==> src/rtl/smb_cfg_pkg.sv <==
package smb_cfg_pkg;

   // Protocol position inside a transfer
   typedef enum logic [2:0] {
      ST_IDLE,    // waiting for a start after reset or stop
      ST_ADDR,    // receiving the address byte
      ST_CMD,     // receiving the command byte
      ST_COUNT,   // receiving the byte count
      ST_DATA,    // receiving payload bytes
      ST_IGNORE   // rejected byte seen, wait for a new start
   } smb_st_e;

   // Bit-level phase of the current byte
   typedef enum logic [1:0] {
      PH_BITS,    // shifting in eight bits
      PH_ACKWAIT, // byte done, waiting for SCL to fall
      PH_ACKDRV   // ninth clock: drive or release SDA
   } smb_ph_e;

endpackage

==> src/rtl/smb_line_sync.sv <==
module smb_line_sync #(
   parameter int STAGES = 2
) (
   input  logic clk,
   input  logic rst_n,
   input  logic scl_i,
   input  logic sda_i,
   output logic sda_s,
   output logic scl_rise,
   output logic scl_fall,
   output logic start_det,
   output logic stop_det
);

   logic [STAGES-1:0] scl_sh;
   logic [STAGES-1:0] sda_sh;
   logic              scl_d;
   logic              sda_d;
   logic              scl_s;

   always_ff @(posedge clk or negedge rst_n) begin
      if (!rst_n) begin
         scl_sh <= '1;
         sda_sh <= '1;
         scl_d  <= 1'b1;
         sda_d  <= 1'b1;
      end else begin
         scl_sh <= {scl_sh[STAGES-2:0], scl_i};
         sda_sh <= {sda_sh[STAGES-2:0], sda_i};
         scl_d  <= scl_sh[STAGES-1];
         sda_d  <= sda_sh[STAGES-1];
      end
   end

   assign scl_s     = scl_sh[STAGES-1];
   assign sda_s     = sda_sh[STAGES-1];
   assign scl_rise  = scl_s & ~scl_d;
   assign scl_fall  = ~scl_s & scl_d;
   // SDA moving while SCL stays high marks a bus condition
   assign start_det = scl_s & scl_d & sda_d & ~sda_s;
   assign stop_det  = scl_s & scl_d & ~sda_d & sda_s;

endmodule

==> src/rtl/smb_block_fsm.sv <==
module smb_block_fsm
   import smb_cfg_pkg::*;
#(
   parameter int         NREG     = 8,
   parameter logic [6:0] ADDR7    = 7'h69,
   parameter logic [7:0] CMD_CODE = 8'h00,
   parameter int         MAXCNT   = 32,
   parameter int         IDXW     = 3,
   parameter int         CNTW     = 6
) (
   input  logic            clk,
   input  logic            rst_n,
   input  logic            sda_s,
   input  logic            scl_rise,
   input  logic            scl_fall,
   input  logic            start_det,
   input  logic            stop_det,
   output logic            sda_oe,
   output logic            wr_en,
   output logic [IDXW-1:0] wr_idx,
   output logic [7:0]      wr_data,
   output smb_st_e         st_o,
   output smb_ph_e         ph_o
);

   localparam logic [7:0]      ADDR_BYTE = {ADDR7, 1'b0};
   localparam logic [7:0]      MAXCNT_B  = 8'(MAXCNT);
   localparam logic [CNTW-1:0] NREG_C    = CNTW'(NREG);

   smb_st_e         st, nxt_q, nxt_c;
   smb_ph_e         ph;
   logic [2:0]      bitcnt;
   logic [7:0]      shreg;
   logic [7:0]      byte_w;
   logic            ack_q, acc_c;
   logic [CNTW-1:0] cnt_q;
   logic [CNTW-1:0] didx;
   logic            byte_done;

   assign byte_w    = {shreg[6:0], sda_s};
   assign byte_done = scl_rise && (ph == PH_BITS) && (bitcnt == 3'd7);

   // Accept / reject decision for the byte completing this cycle
   always_comb begin
      acc_c = 1'b0;
      nxt_c = ST_IGNORE;
      unique case (st)
         ST_ADDR: begin
            acc_c = (byte_w == ADDR_BYTE);
            nxt_c = ST_CMD;
         end
         ST_CMD: begin
            acc_c = (byte_w == CMD_CODE);
            nxt_c = ST_COUNT;
         end
         ST_COUNT: begin
            acc_c = (byte_w != 8'd0) && (byte_w <= MAXCNT_B);
            nxt_c = ST_DATA;
         end
         ST_DATA: begin
            acc_c = (didx < cnt_q) && (didx < NREG_C);
            nxt_c = ST_DATA;
         end
         default: begin
            acc_c = 1'b0;
            nxt_c = ST_IGNORE;
         end
      endcase
      if (!acc_c) nxt_c = ST_IGNORE;
   end

   assign wr_en   = byte_done && (st == ST_DATA) && acc_c;
   assign wr_idx  = didx[IDXW-1:0];
   assign wr_data = byte_w;

   always_ff @(posedge clk or negedge rst_n) begin
      if (!rst_n) begin
         st     <= ST_IDLE;
         nxt_q  <= ST_IDLE;
         ph     <= PH_BITS;
         bitcnt <= '0;
         shreg  <= '0;
         ack_q  <= 1'b0;
         cnt_q  <= '0;
         didx   <= '0;
      end else if (start_det) begin
         st     <= ST_ADDR;
         ph     <= PH_BITS;
         bitcnt <= '0;
         didx   <= '0;
      end else if (stop_det) begin
         st     <= ST_IDLE;
         ph     <= PH_BITS;
         bitcnt <= '0;
      end else begin
         unique case (ph)
            PH_BITS: begin
               if (scl_rise && st != ST_IDLE && st != ST_IGNORE) begin
                  shreg <= byte_w;
                  if (bitcnt == 3'd7) begin
                     bitcnt <= '0;
                     ph     <= PH_ACKWAIT;
                     ack_q  <= acc_c;
                     nxt_q  <= nxt_c;
                     if (st == ST_COUNT && acc_c) cnt_q <= byte_w[CNTW-1:0];
                     if (wr_en) didx <= didx + 1'b1;
                  end else begin
                     bitcnt <= bitcnt + 3'd1;
                  end
               end
            end
            PH_ACKWAIT: if (scl_fall) ph <= PH_ACKDRV;
            PH_ACKDRV: begin
               if (scl_fall) begin
                  ph <= PH_BITS;
                  st <= nxt_q;
               end
            end
            default: ph <= PH_BITS;
         endcase
      end
   end

   assign sda_oe = (ph == PH_ACKDRV) && ack_q;
   assign st_o   = st;
   assign ph_o   = ph;

endmodule

==> src/rtl/smb_cfg_bank.sv <==
module smb_cfg_bank #(
   parameter int                NREG    = 8,
   parameter int                IDXW    = 3,
   parameter logic [NREG*8-1:0] RST_VAL = {NREG{8'hFF}}
) (
   input  logic              clk,
   input  logic              rst_n,
   input  logic              we,
   input  logic [IDXW-1:0]   idx,
   input  logic [7:0]        wdata,
   output logic [NREG*8-1:0] cfg
);

   for (genvar i = 0; i < NREG; i++) begin : g_byte
      logic [7:0] q;
      always_ff @(posedge clk or negedge rst_n) begin
         if (!rst_n)                       q <= RST_VAL[i*8 +: 8];
         else if (we && idx == IDXW'(i))   q <= wdata;
      end
      assign cfg[i*8 +: 8] = q;
   end

endmodule

==> src/rtl/smb_cfg_slave.sv <==
module smb_cfg_slave
   import smb_cfg_pkg::*;
#(
   parameter int                NREG        = 8,
   parameter logic [6:0]        ADDR7       = 7'h69,
   parameter logic [7:0]        CMD_CODE    = 8'h00,
   parameter int                MAXCNT      = 32,
   parameter int                SYNC_STAGES = 2,
   parameter logic [NREG*8-1:0] RST_VAL     = {NREG{8'hFF}}
) (
   input  logic              clk,
   input  logic              rst_n,
   input  logic              scl_i,
   input  logic              sda_i,
   output logic              sda_oe_o,
   output logic [NREG*8-1:0] cfg_o
);

   localparam int IDXW = (NREG > 1) ? $clog2(NREG) : 1;
   localparam int CNTW = $clog2(MAXCNT + 1);

   if (NREG < 1 || NREG > MAXCNT) begin : g_bad_nreg
      $error("NREG must lie between 1 and MAXCNT");
   end
   if (MAXCNT < 1 || MAXCNT > 255) begin : g_bad_maxcnt
      $error("MAXCNT must fit a count byte");
   end
   if (SYNC_STAGES < 2) begin : g_bad_sync
      $error("SYNC_STAGES must be at least 2");
   end

   logic            sda_s, scl_rise, scl_fall, start_det, stop_det;
   logic            wr_en;
   logic [IDXW-1:0] wr_idx;
   logic [7:0]      wr_data;
   smb_st_e         st;
   smb_ph_e         ph;

   smb_line_sync #(.STAGES(SYNC_STAGES)) u_sync (
      .clk       (clk),
      .rst_n     (rst_n),
      .scl_i     (scl_i),
      .sda_i     (sda_i),
      .sda_s     (sda_s),
      .scl_rise  (scl_rise),
      .scl_fall  (scl_fall),
      .start_det (start_det),
      .stop_det  (stop_det)
   );

   smb_block_fsm #(
      .NREG     (NREG),
      .ADDR7    (ADDR7),
      .CMD_CODE (CMD_CODE),
      .MAXCNT   (MAXCNT),
      .IDXW     (IDXW),
      .CNTW     (CNTW)
   ) u_fsm (
      .clk       (clk),
      .rst_n     (rst_n),
      .sda_s     (sda_s),
      .scl_rise  (scl_rise),
      .scl_fall  (scl_fall),
      .start_det (start_det),
      .stop_det  (stop_det),
      .sda_oe    (sda_oe_o),
      .wr_en     (wr_en),
      .wr_idx    (wr_idx),
      .wr_data   (wr_data),
      .st_o      (st),
      .ph_o      (ph)
   );

   smb_cfg_bank #(
      .NREG    (NREG),
      .IDXW    (IDXW),
      .RST_VAL (RST_VAL)
   ) u_bank (
      .clk   (clk),
      .rst_n (rst_n),
      .we    (wr_en),
      .idx   (wr_idx),
      .wdata (wr_data),
      .cfg   (cfg_o)
   );

endmodule

==> config.mk <==
export PLATFORM = sky130hd
export DESIGN_NAME = smb_cfg_slave
export DESIGN_NICKNAME = d
export VERILOG_FILES = /design/src/rtl/smb_cfg_pkg.sv /design/src/rtl/smb_line_sync.sv /design/src/rtl/smb_block_fsm.sv /design/src/rtl/smb_cfg_bank.sv /design/src/rtl/smb_cfg_slave.sv
export SDC_FILE = /design/constraint.sdc
export NUM_CORES = 1
export LEC_CHECK = 0
export CORE_ASPECT_RATIO = 0.6
export CORE_MARGIN = 10
export CORE_UTILIZATION = 56
export CTS_BUF_LIST = sky130_fd_sc_hd__clkbuf_4 sky130_fd_sc_hd__clkbuf_8
export CTS_CLUSTER_DIAMETER = 50
export DETAILED_ROUTE_END_ITERATION = 6
export PLACE_DENSITY = 0.9
export SLEW_MARGIN = 10
export SYNTH_ARGS = -nofsm -noshare
export SYNTH_HDL_FRONTEND = slang
export SYNTH_SLANG_ARGS = --single-unit
==> constraint.sdc <==
create_clock -name clk -period 2.75 [get_ports clk]
set_input_delay 0.825 -clock clk [delete_from_list [all_inputs] [get_ports clk]]
set_output_delay 0.825 -clock clk [all_outputs]
set_load 0.02 [all_outputs]
==> flow_metrics.tcl, run 1 <==
set metrics [dict create \
    outcome "finished clean" \
    max_cap_viol_count 0 \
    max_freq_mhz 392 \
    max-clock-path-buffers 2 \
    cts-root-buf "clkbuf_8" \
    area_growth_syn_to_layout_pct 21.5 \
    rsz0062_at_grt "false" \
    io_buffers 68 \
    crit_start "u_fsm.didx[2]" \
    multi_input_area_um2 2010 \
    path_cells "ha_1 > o21a_1 > o211ai_1 > o2111ai_4 > a311o_1 > mux2_4" \
    synth_cells 341 \
    setup_violations 0 \
    n_fill_cell 557 \
    synth_cell_types 54 \
    ys_ff_latch 101 \
    h-tree-depth 3 \
    drc_errors 0 \
    fp.dieH_um 91.6 \
    ys_seq_area_share_pct 54.6 \
    nets 431 \
    drive_gt1_share_pct 40.6 \
    cp_slowest_stage_delay_ns 0.55 \
    vdd_drop_max_uv 384 \
    synth_area_per_cell_um2 14.0 \
    worst_setup_path_end_kind "flop" \
    first_pass_iters 4 \
    postRouteWirelength_um 11000 \
    dpl.hpwl_um 8050 \
    setup-tns-final_ns 0 \
    ff_latch_area_um2 2620 \
    yosys_warnings 0 \
    vias 3041 \
    pin_count 69 \
    synth_area_um2 4790 \
    antenna_found_initial 0 \
    cts-resized-gates 0 \
    gr-usage-all-layers_pct 17.5 \
    gp_congestion 0.937 \
    cts-hold-fix-buffers 0 \
    finalHoldWorstSlack_ns 0.363 \
    dieArea_um2 12800 \
    relSlewSlack_pct 58.2 \
    period_share_pct 92.7 \
    path_class "flop to flop" \
    place_ws_ns 0.230 \
    cts_tree "done" \
    core-area_um2 8430 \
    worst_slack_ns 0.201 \
    drt_iter0_drc 267 \
    clock_skew_ns 0.00909 \
    diodes 0 \
    grt_pass1_wl_um 18000 \
    mostFrequentLayoutCells "dfstp_2, clkdlybuf4s50_1, dfrtp_1, mux2_2, mux2_1" \
    via_per_inst 5.73 \
    clkLatencyLatePin_ns 0.37 \
    start_util_pct 56.8 \
    arrival_ns 2.85 \
    clock-sinks 101 \
    layout_min_cycle_time_ns 2.55 \
    cp_slowest_cell "a311o_1" \
    r2r_start "u_fsm.didx[2]" \
    tightest_slew_ns 0.627 \
    grt_remaining_overflow 0 \
    crit_required_ns 3.05 \
    grt_pass1_vias 3132 \
    min-delay-start "u_sync.scl_sh[0]" \
    ant_nets 0 \
    synthesis.nets 358 \
    final-hold-violation-count 0 \
    num_rows 26 \
    die_w_um 139 \
    postCtsSetupRepairBufs 0 \
    crit_path_start_kind "flop" \
    worst-path-max-fanout 8 \
    final_common_cell "dfstp_2" \
    wire_per_inst_um 20.6 \
    min_path_type "flop to flop" \
    slew_viol_final 0 \
    p_leak_nw 2.43 \
    cts_buffers 9 \
    cts.reportedPaths.clkPinSlew_ns 0.09 \
    grt_max_degree 40 \
    p_per_area_nw_per_um2 519 \
]
[registers in the layout (all words and copies together) (netlist names), 2 cells and up]
register	flops
u_fsm.shreg	7
u_sync.sda_sh	2
u_fsm.cnt_q	6
u_fsm.ph_o	2
u_fsm.nxt_q	3
u_sync.scl_sh	2
u_bank.g_byte.q	64
u_fsm.bitcnt	3
u_fsm.didx	6
u_fsm.st_o	3
[synth_stat cells, drive strengths merged]
library cell,number,area [um2]
nor4,4,46.3
a311o,3,30.0
mux2i,6,60.1
and2b,1,7.51
o31ai,4,71.3
or3b,2,20.0
or2,2,12.5
and4,3,26.3
nor2,11,43.8
a22oi,1,7.51
nor3,4,20.0
mux2,77,957
a21oi,3,15.0
o21a,2,15.0
dfstp,70,1840
a21o,1,7.51
and3,2,12.5
o2111a,1,11.3
o311ai,3,26.3
nor3b,3,22.5
nand3,13,65.1
buf,9,63.8
nor4bb,1,10.0
xor2,2,17.5
a2111oi,3,38.8
nand3b,2,15.0
ha,13,163
nand2,8,30.0
and3b,3,26.3
o2111ai,1,26.3
o21ai,8,43.8
dfrtp,31,776
nor2b,5,31.3
nand2b,3,18.8
a22o,1,8.76
clkbuf,12,46.3
inv,13,48.8
or3,2,12.5
a31oi,6,80.1
o211ai,2,15.0
[metrics by stage]
step	cell area [um2]	power [mW]	cells	utilization, %
final	5820	3.02	531	69.0
after global routing	5820	3.16	531	69.0
after CTS	5820	3.04	531	69.0
after detailed placement	5620	2.10	515	66.7
after global placement	5620	2.07	515	66.7
after floorplan	4790	1.88	341	-
[report_power, final]
part	internal, mW	switching [mW]	leakage (nW)	total, mW
registers	1.56	0.111	1.13	1.67
logic	0.154	0.246	1.19	0.401
clock network	0.452	0.490	0.105	0.942
total	2.17	0.848	2.43	3.02
[critical path, delay by kind of cell (launching register included)]
| family | cells | cell delay [ns] |
|---|---|---|
| AO/OA/AOI/OAI | 4 | 1.31 |
| flip-flops | 1 | 0.47 |
| adder cells (fa/ha/maj) | 1 | 0.30 |
| multiplexers | 1 | 0.38 |
[path summary, 6_finish.rpt]
path | slack [ns] | cells after the start | endpoint
worst max-delay path | 0.20 | 6 | u_bank.g_byte[5].q[5]
max in group asynchronous | 1.65 | 2 | u_bank.g_byte[5].q[6]
worst min-delay path | 0.36 | 0 | u_sync.scl_sh[1]
worst max register to register | 0.20 | 6 | u_bank.g_byte[5].q[5]
min in group asynchronous | 0.42 | 1 | u_fsm.nxt_q[0]
worst min register to register | 0.36 | 0 | u_sync.scl_sh[1]
[routing by layer]
metal | GRT usage, % | part of all wire (%) | up-vias
met1 | 23.5 | 46 | 1566
met3 | 6.75 | 7.2 | 16
li1 | - | - | 1368
met4 | 4.84 | 1.6 | 0
met5 | 0 | 0 | -
met2 | 26.0 | 45 | 91
[cell families after synthesis]
family | after synthesis | synth area share [%]
compound gates | 39 | 8.28
flops | 101 | 54.6
simple gates | 69 | 8.78
mux | 83 | 21.2
fa+ha+maj | 13 | 3.40
xor+xnor | 2 | 0.366
buf+inv | 34 | 3.32
[final cells by class]
class | count | share of cell area [%]
repair buffers | 83 | 13.8
clock buffers | 12 | 2.52
well taps | 112 | 2.41
flip-flops and latches | 101 | 45.0
clock inverters | 4 | 0.839
inverters | 13 | 0.839
multi-input cells | 206 | 34.6
Note: power is estimated with default switching activity, not from simulation.
==> inputs of run 2 (changes only) <==
--- a/config.mk
+++ b/config.mk
@@ -11,6 +11,7 @@
 export CTS_BUF_LIST = sky130_fd_sc_hd__clkbuf_4 sky130_fd_sc_hd__clkbuf_8
 export CTS_CLUSTER_DIAMETER = 50
 export DETAILED_ROUTE_END_ITERATION = 6
+export HOLD_SLACK_MARGIN = 0.1
 export PLACE_DENSITY = 0.9
 export SLEW_MARGIN = 10
 export SYNTH_ARGS = -nofsm -noshare
==> results of run 2 <==
The final DEF is identical to that of run 1; final timing and power are the same.
==> inputs of run 3 (changes only) <==
--- a/config.mk
+++ b/config.mk
@@ -13,6 +13,7 @@
 export DETAILED_ROUTE_END_ITERATION = 6
 export HOLD_SLACK_MARGIN = 0.1
 export PLACE_DENSITY = 0.9
+export SETUP_SLACK_MARGIN = 0.02
 export SLEW_MARGIN = 10
 export SYNTH_ARGS = -nofsm -noshare
 export SYNTH_HDL_FRONTEND = slang
==> results of run 3 <==
The final DEF is identical to that of run 1; final timing and power are the same.
